`config.mk`:
```
export PLATFORM = sky130hd
export DESIGN_NAME = sar_converter
export DESIGN_NICKNAME = d
export VERILOG_FILES = /design/src/rtl/sar_pkg.sv /design/src/rtl/sar_sequencer.sv /design/src/rtl/sar_register.sv /design/src/rtl/sar_coder.sv /design/src/rtl/sar_converter.sv
export SDC_FILE = /design/constraint.sdc
export NUM_CORES = 1
export LEC_CHECK = 0
export BUFFER_PORTS_ARGS = -buffer_cell sky130_fd_sc_hd__buf_2
export CAP_MARGIN = 15
export CORE_MARGIN = 2
export CORE_UTILIZATION = 50
export CTS_BUF_LIST = sky130_fd_sc_hd__clkbuf_8
export CTS_CLUSTER_SIZE = 30
export DETAILED_ROUTE_END_ITERATION = 10
export PLACE_DENSITY = 0.86
export SETUP_SLACK_MARGIN = 0.4
export SLEW_MARGIN = 10
export SYNTH_ARGS = -nofsm -noshare
export SYNTH_HDL_FRONTEND = slang
export SYNTH_SLANG_ARGS = --single-unit
```
`constraint.sdc`:
```
create_clock -name clk -period 1.2 [get_ports clk]
set_clock_uncertainty 0.2 [all_clocks]
set_input_delay 0.24 -clock clk [delete_from_list [all_inputs] [get_ports clk]]
set_output_delay 0.24 -clock clk [all_outputs]
set_load 0.01 [all_outputs]
```
`src/rtl/sar_pkg.sv`:
```
package sar_pkg;

  typedef enum logic {
    CODE_UNSIGNED = 1'b0,
    CODE_TWOS     = 1'b1
  } code_fmt_e;

  // Two's complement only for differential inputs with bipolar selected.
  function automatic code_fmt_e pick_fmt(input logic single_ended, input logic bipolar);
    return (!single_ended && bipolar) ? CODE_TWOS : CODE_UNSIGNED;
  endfunction

endpackage

```
`src/rtl/sar_sequencer.sv`:
```
module sar_sequencer #(
  parameter int W = 12
) (
  input  logic         clk,
  input  logic         rst,
  input  logic         start_i,
  output logic         load_o,
  output logic         last_o,
  output logic         busy_o,
  output logic         done_o,
  output logic [W-1:0] sel_o
);

  localparam logic [W-1:0] TOP_BIT = {1'b1, {(W-1){1'b0}}};

  logic         busy_q;
  logic         done_q;
  logic [W-1:0] sel_q;

  assign load_o = start_i && !busy_q;
  assign last_o = busy_q && sel_q[0];

  always_ff @(posedge clk) begin
    if (rst) begin
      busy_q <= 1'b0;
      done_q <= 1'b0;
      sel_q  <= '0;
    end else begin
      done_q <= 1'b0;
      if (load_o) begin
        busy_q <= 1'b1;
        sel_q  <= TOP_BIT;
      end else if (busy_q) begin
        if (sel_q[0]) begin
          busy_q <= 1'b0;
          done_q <= 1'b1;
          sel_q  <= '0;
        end else begin
          sel_q <= sel_q >> 1;
        end
      end
    end
  end

  assign busy_o = busy_q;
  assign done_o = done_q;
  assign sel_o  = sel_q;

endmodule

```
`src/rtl/sar_register.sv`:
```
module sar_register #(
  parameter int W = 12
) (
  input  logic         clk,
  input  logic         rst,
  input  logic         load_i,
  input  logic         busy_i,
  input  logic [W-1:0] sel_i,
  input  logic         cmp_i,
  output logic [W-1:0] trial_o,
  output logic [W-1:0] resolved_o
);

  localparam logic [W-1:0] MID = {1'b1, {(W-1){1'b0}}};

  logic [W-1:0] trial_q;

  // Code with the bit under test decided, before the next bit is tried.
  assign resolved_o = cmp_i ? trial_q : (trial_q & ~sel_i);

  always_ff @(posedge clk) begin
    if (rst) begin
      trial_q <= '0;
    end else if (load_i) begin
      trial_q <= MID;
    end else if (busy_i) begin
      trial_q <= resolved_o | (sel_i >> 1);
    end
  end

  assign trial_o = trial_q;

endmodule

```
`src/rtl/sar_coder.sv`:
```
module sar_coder
  import sar_pkg::*;
#(
  parameter int W = 12
) (
  input  logic         clk,
  input  logic         rst,
  input  logic         capture_i,
  input  code_fmt_e    fmt_i,
  input  logic [W-1:0] code_i,
  output logic [W-1:0] result_o
);

  logic [W-1:0] result_q;
  logic [W-1:0] coded;

  // Offset binary to two's complement is a flip of the top bit.
  always_comb begin
    coded = code_i;
    if (fmt_i == CODE_TWOS) begin
      coded[W-1] = ~code_i[W-1];
    end
  end

  always_ff @(posedge clk) begin
    if (rst) begin
      result_q <= '0;
    end else if (capture_i) begin
      result_q <= coded;
    end
  end

  assign result_o = result_q;

endmodule

```
`src/rtl/sar_converter.sv`:
```
module sar_converter
  import sar_pkg::*;
#(
  parameter int WIDTH = 12
) (
  input  logic             clk,
  input  logic             rst,
  input  logic             start_i,
  input  logic             cmp_i,
  input  logic             single_ended_i,
  input  logic             bipolar_i,
  output logic [WIDTH-1:0] dac_code_o,
  output logic             busy_o,
  output logic             done_o,
  output logic [WIDTH-1:0] result_o
);

  logic             load;
  logic             last;
  logic             busy;
  logic [WIDTH-1:0] sel;
  logic [WIDTH-1:0] resolved;
  code_fmt_e        fmt_q;

  // Mode is frozen for the whole conversion.
  always_ff @(posedge clk) begin
    if (rst) begin
      fmt_q <= CODE_UNSIGNED;
    end else if (load) begin
      fmt_q <= pick_fmt(single_ended_i, bipolar_i);
    end
  end

  sar_sequencer #(.W(WIDTH)) u_seq (
    .clk     (clk),
    .rst     (rst),
    .start_i (start_i),
    .load_o  (load),
    .last_o  (last),
    .busy_o  (busy),
    .done_o  (done_o),
    .sel_o   (sel)
  );

  sar_register #(.W(WIDTH)) u_reg (
    .clk        (clk),
    .rst        (rst),
    .load_i     (load),
    .busy_i     (busy),
    .sel_i      (sel),
    .cmp_i      (cmp_i),
    .trial_o    (dac_code_o),
    .resolved_o (resolved)
  );

  sar_coder #(.W(WIDTH)) u_coder (
    .clk       (clk),
    .rst       (rst),
    .capture_i (last),
    .fmt_i     (fmt_q),
    .code_i    (resolved),
    .result_o  (result_o)
  );

  assign busy_o = busy;

endmodule

```
# [Word level (Yosys, flattened, before mapping)]
# Cells that the tools add are included.
[totals] input_bits=6 ff_bits=39
[classes] mux=12 bitwise=5 reduce_logical=8
[op_table] op="$mux 12" count=5
[op_table] op="$and 12x12->12" count=1
[op_table] op="$not 12->12" count=1
[op_table] op="$or 12x11->12" count=1
[op_table] op="$mux 11" count=1
[op_table] op="$mux 1" count=6
[op_table] op="$logic_and 1x1->1" count=3
[op_table] op="$reduce_or 3->1" count=1
[op_table] op="$logic_not 1->1" count=2
[op_table] op="$not 1->1" count=2
[op_table] op="$reduce_bool 2->1" count=1
[op_table] op="$reduce_or 2->1" count=1

# [Depth between registers and ports, before layout]
[depth] ltp_word=6 ltp_mapped=5 ltp_nobuf=3

# [Hierarchy]
# Synthesis repeated with hierarchy kept, for this count alone.
[unflattened] hier_cells=168 area_unflattened_um2=1729.2
[by_module_without_submodules] mod="sar_sequencer" area_per_inst_um2=618.1 cells_each=55 seq_area_each_um2=280.3 n_inst=1
[by_module_without_submodules] mod="sar_register" area_per_inst_um2=615.6 cells_each=69 seq_area_each_um2=240.2 n_inst=1
[by_module_without_submodules] mod="sar_coder" area_per_inst_um2=452.9 cells_each=40 seq_area_each_um2=240.2 n_inst=1
[by_module_without_submodules] mod="sar_converter" area_per_inst_um2=42.5 cells_each=4 seq_area_each_um2=20.0 n_inst=1

# [Worst setup path before layout]
# OpenSTA, ideal clock, no wires.
[synth_path] path_kind="register to register" start="reg u_seq.busy_q, in the netlist u_seq.busy_o" end="reg u_coder.result_q[11], in the netlist u_coder.result_o[11]" stages_incl_launch_ff=5 arrival_time_ps=1014 setup_slack_ps=-129 period_less_slack_ps=1329 path_cell_list="dfxtp_1 -> buf_4 -> a21oi_1 -> a32o_1 -> a31o_1"
[synth_between] elab_chain_len=1
[synth_rtl] item="from (decl)" line_no="sar_sequencer.sv:16" rtl="logic busy_q;"
[synth_rtl] item="from (signal assigned)" line_no="sar_sequencer.sv:25" rtl="busy_q <= 1'b0;"
[synth_rtl] item="from (signal assigned)" line_no="sar_sequencer.sv:31" rtl="busy_q <= 1'b1;"
[synth_rtl] item="from (signal assigned)" line_no="sar_sequencer.sv:35" rtl="busy_q <= 1'b0;"
[synth_rtl] item="$logic_and 1x1->1" line_no="sar_sequencer.sv:21" rtl="assign last_o = busy_q && sel_q[0];"
[synth_rtl] item="to (signal assigned)" line_no="sar_coder.sv:29" rtl="result_q <= coded;"
[synth_rtl] item="to (decl)" line_no="sar_coder.sv:14" rtl="logic [W-1:0] result_q;"
# Every way passes these cells.
# A chain may end at the register's enable or synchronous reset.

# [Worst setup path in the final report]
[layout_path] start="reg u_seq.sel_q[1], in the netlist u_seq.sel_o[1]" end="reg u_coder.result_q[1], in the netlist u_coder.result_o[1]"
[layout_between] elab_chain_len=3
[layout_rtl] item="from (decl)" line_no="sar_sequencer.sv:18" rtl="logic [W-1:0] sel_q;"
[layout_rtl] item="from (signal assigned)" line_no="sar_sequencer.sv:39" rtl="sel_q <= sel_q >> 1;"
[layout_rtl] item="$not 12->12" line_no="sar_register.sv:19" rtl="assign resolved_o = cmp_i ? trial_q : (trial_q & ~sel_i);"
[layout_rtl] item="$and 12x12->12" line_no="sar_register.sv:19"
[layout_rtl] item="$mux 12" line_no="sar_register.sv:19"
# Every way passes these cells.

==> qor.tcl <==
set qor(status) {complete, but fails checks}
set qor(failing_checks) {DRC, setup timing}
set qor(syn_area_per_cell_sq_um) 8.79
set qor(clk_pin_slew_worst_paths_ps) 90
set qor(synthArstFlopShare_pct) 0
set qor(startpoint) {u_seq.sel_o[1]}
set qor(timing.reg2reg.setup_slack_ps) -280
set qor(final_nets) 245
set qor(drt_first_pass_iters) 9
set qor(grt_pass1_wl_um) 8910
set qor(synthToLayoutAreaGrowth_pct) 71.4
set qor(initial_core_util_pct) 53.6
set qor(dr_total_vias) 1909
set qor(worst_slew_margin_rel_pct) 56.6
set qor(cts.sinks) 39
set qor(synth_cell_type_count) 26
set qor(crit_path_cell_trace) {inv_1 -> o21ai_0 -> o31ai_2}
set qor(hold_path_class) {primary input to flip-flop}
set qor(clock_tree.htree_level_count) 2
set qor(worst_ep_arrival_time_ps) 1470
set qor(synthMostInstantiatedCell) {sky130_fd_sc_hd__dfxtp_1}
set qor(clockRootBuffer) {sky130_fd_sc_hd__clkbuf_8}
set qor(critPathCaptureType) {flip-flop}
set qor(post-route-period-util_pct) 124
set qor(synthDominantCellAreaShare_pct) 52.0
set qor(leakagePower_uw) 0.00102
set qor(cpLargestDelayFamily) {compound AO/OA/AOI/OAI gates}
set qor(drt.antenna.violating_nets) 0
set qor(synthesis.instances) 171
set qor(finalWorstPathRequiredPeriod_ps) 1480
set qor(routed_wire_length_per_instance_um) 28.3
set qor(dp.final_hpwl_um) 2180
set qor(yosysTopAreaCell) {sky130_fd_sc_hd__dfxtp_1}
set qor(timing.critical_path.required_ps) 1180
set qor(cp_slowest_stage_delay_ps) 550
set qor(die_height_um) 58.8
set qor(drive_above_1_share_pct) 62.1
set qor(cts_inserted_buffers) 5
set qor(critPathLaunchType) {flip-flop}
set qor(crit_path_setup_slack_layout_ps) -283
set qor(placementRows) 19
set qor(pwr_cell_area_nw_per_um2) 1010
set qor(vias_in_the_first_global_route) 1664
set qor(hp_start) {single_ended_i}
set qor(remaining_design_rule_violation_count) 3
set qor(synth_enable_flop_cells) 0
set qor(max_freq_ghz) 0.674
set qor(dieArea_sq_um) 3460
set qor(sequential_to_total_area_share_from_yosys_stat_pct) 52.0
set qor(synth.cell_area_sq_um) 1500
set qor(min_delay_path_depth) 3
set qor(warnings_from_yosys) 0
set qor(power.total_uw) 2610
set qor(grt_max_degree) 23
set qor(finalHoldWorstSlack_ps) 43.7
set qor(ys_top_cells_by_count) {sky130_fd_sc_hd__dfxtp_1, sky130_fd_sc_hd__nand2_1, sky130_fd_sc_hd__o21ai_0}
set qor(insertedDiodeCount) 0
set qor(path_buf_inv) 1
set qor(worstSetupPathType) {flip-flop to flip-flop}
set qor(rsz0062_at_grt) {yes}
set qor(post_drt_via_cell_ratio) 7.04
set qor(hold_path_end) {fmt_q}
set qor(number_of_i_o_port_buffers) 31
set qor(irDropWorstVdd_mv) 1.09
set qor(drv.max_cap_violation_count) 0
set qor(slew_violations) 0
set qor(gr-usage-all-layers_pct) 35.8
set qor(worst_r2r_path_depth) 3
set qor(syn-num-nets) 177
set qor(worstReg2RegEnd) {u_coder.result_o[1]}
set qor(overflow_left_after_global_routing) 0
set qor(cts_tree) {built}
set qor(tightestPinTransition_ps) 645
set qor(boundaryPins) 32
set qor(crit_fanout) 3
set qor(clk-insertion-delay-late_ps) 310
set qor(drt_first_iter_violations) 288
set qor(cts.path.max_buffers) 2
set qor(final_setup_violation_count) 59
set qor(cell_with_the_largest_stage_delay_on_the_worst_path) {sky130_fd_sc_hd__o21ai_0}
set qor(yosys_register_bits) 39
set qor(final-hold-violation-count) 0
set qor(grt_antenna_before_repair) 1
set qor(gp_congestion) 0.845
set qor(yosys-top-cells-area) {sky130_fd_sc_hd__dfxtp_1, sky130_fd_sc_hd__o21ai_0, sky130_fd_sc_hd__nand2_1, sky130_fd_sc_hd__a2bb2oi_1, sky130_fd_sc_hd__a21oi_1}
set qor(synth_ff_type) {sky130_fd_sc_hd__dfxtp_1}
set qor(fillCellCount) 89
set qor(core_area_sq_um) 2810
set qor(die_width_um) 58.8
set qor(wl_um) 7680
set qor(rr_startpoint) {u_seq.sel_o[1]}
## power breakdown
group / switching (uW) / total, uW / internal, uW
clock: 525 / 924 / 398
sequential: 17.9 / 1310 / 1300
combinational: 197 / 373 / 177
## sequential cells by signal, summed over array words and instances (netlist names)
signal and cells:
u_coder.result_o 12, u_seq.sel_o 12, u_seq.done_o 1, fmt_q 1, u_reg.trial_o 12, u_seq.busy_o 1
## layout by cell type, fill, tap and decap left out, types with 2 or more instances in the layout
master,n
sky130_fd_sc_hd__a21oi_1,15
sky130_fd_sc_hd__a2bb2oi_2,10
sky130_fd_sc_hd__buf_12,3
sky130_fd_sc_hd__buf_16,2
sky130_fd_sc_hd__buf_2,6
sky130_fd_sc_hd__buf_4,27
sky130_fd_sc_hd__buf_6,32
sky130_fd_sc_hd__buf_8,2
sky130_fd_sc_hd__clkbuf_8,5
sky130_fd_sc_hd__dfxtp_1,13
sky130_fd_sc_hd__dfxtp_2,21
sky130_fd_sc_hd__dfxtp_4,5
sky130_fd_sc_hd__inv_1,12
sky130_fd_sc_hd__nand2_1,21
sky130_fd_sc_hd__nand2_2,3
sky130_fd_sc_hd__nand2b_4,3
sky130_fd_sc_hd__nor2_1,11
sky130_fd_sc_hd__o21ai_0,8
sky130_fd_sc_hd__o21ai_1,2
sky130_fd_sc_hd__o21ai_2,9
sky130_fd_sc_hd__o21ai_4,2
sky130_fd_sc_hd__o31ai_1,4
sky130_fd_sc_hd__o31ai_2,5
## layer usage
layer | part of all wire, % | global-route usage [%] | routed length (um)
met1 | 35 | 43.6 | 2720
met2 | 44 | 59.4 | 3390
met3 | 13 | 7.47 | 992
met4 | 7.5 | 18.5 | 578
met5 | 0 | 0 | 0
## final cells by class
cell class | count | area, sq um | area share (%)
well taps | 31 | 38.8 | 1.51
inverters | 12 | 45.0 | 1.75
repair buffers | 72 | 738 | 28.7
multi-input cells | 109 | 843 | 32.7
clock buffers | 5 | 68.8 | 2.67
flip-flops and latches | 39 | 826 | 32.1
clock inverters | 3 | 16.3 | 0.631
## worst reg2reg max path, stage by stage, from the launching register on
cell                      delay [ps]
sky130_fd_sc_hd__dfxtp_1         350
sky130_fd_sc_hd__inv_1           100
sky130_fd_sc_hd__o21ai_0         550
sky130_fd_sc_hd__o31ai_2         160
## worst max-delay path by stage
stage | end | depth (start not counted)
after floorplan | u_seq.sel_o[3] | 5
after global placement | u_coder.result_o[11] | 4
after detailed placement | u_coder.result_o[11] | 4
after CTS | busy_o | 2
after global routing | u_coder.result_o[1] | 3
final | u_coder.result_o[1] | 3
## metrics by stage
step	setup WS (ps)	TNS (ps)	instances	area [sq um]	util [%]
after global placement	-41.6	-361	233	1740	62.2
after floorplan	-39.9	-405	171	1560	-
after CTS	-135	-998	258	2420	86.2
final	-283	-6120	271	2580	91.8
after global routing	-301	-6790	271	2580	91.8
after detailed placement	-68.3	-481	233	1740	62.2
## kinds of logic after synthesis
kind of cell / Yosys count / share of synthesized area [%]
DFF: 39 / 52.0
and+or+nand+nor: 47 / 14.5
buffers and inverters: 24 / 7.58
AOI/OAI and AO/OA: 60 / 25.2
muxes: 1 / 0.749
## repair_timing
action,in CTS,in global routing
gates cloned,3,0
pin swaps,19,4
endpoints found under the setup margin,65,65
gates resized for setup,101,15
hold endpoints to repair,1,0
setup buffers,14,13
Power figures use the tool's default switching activity.
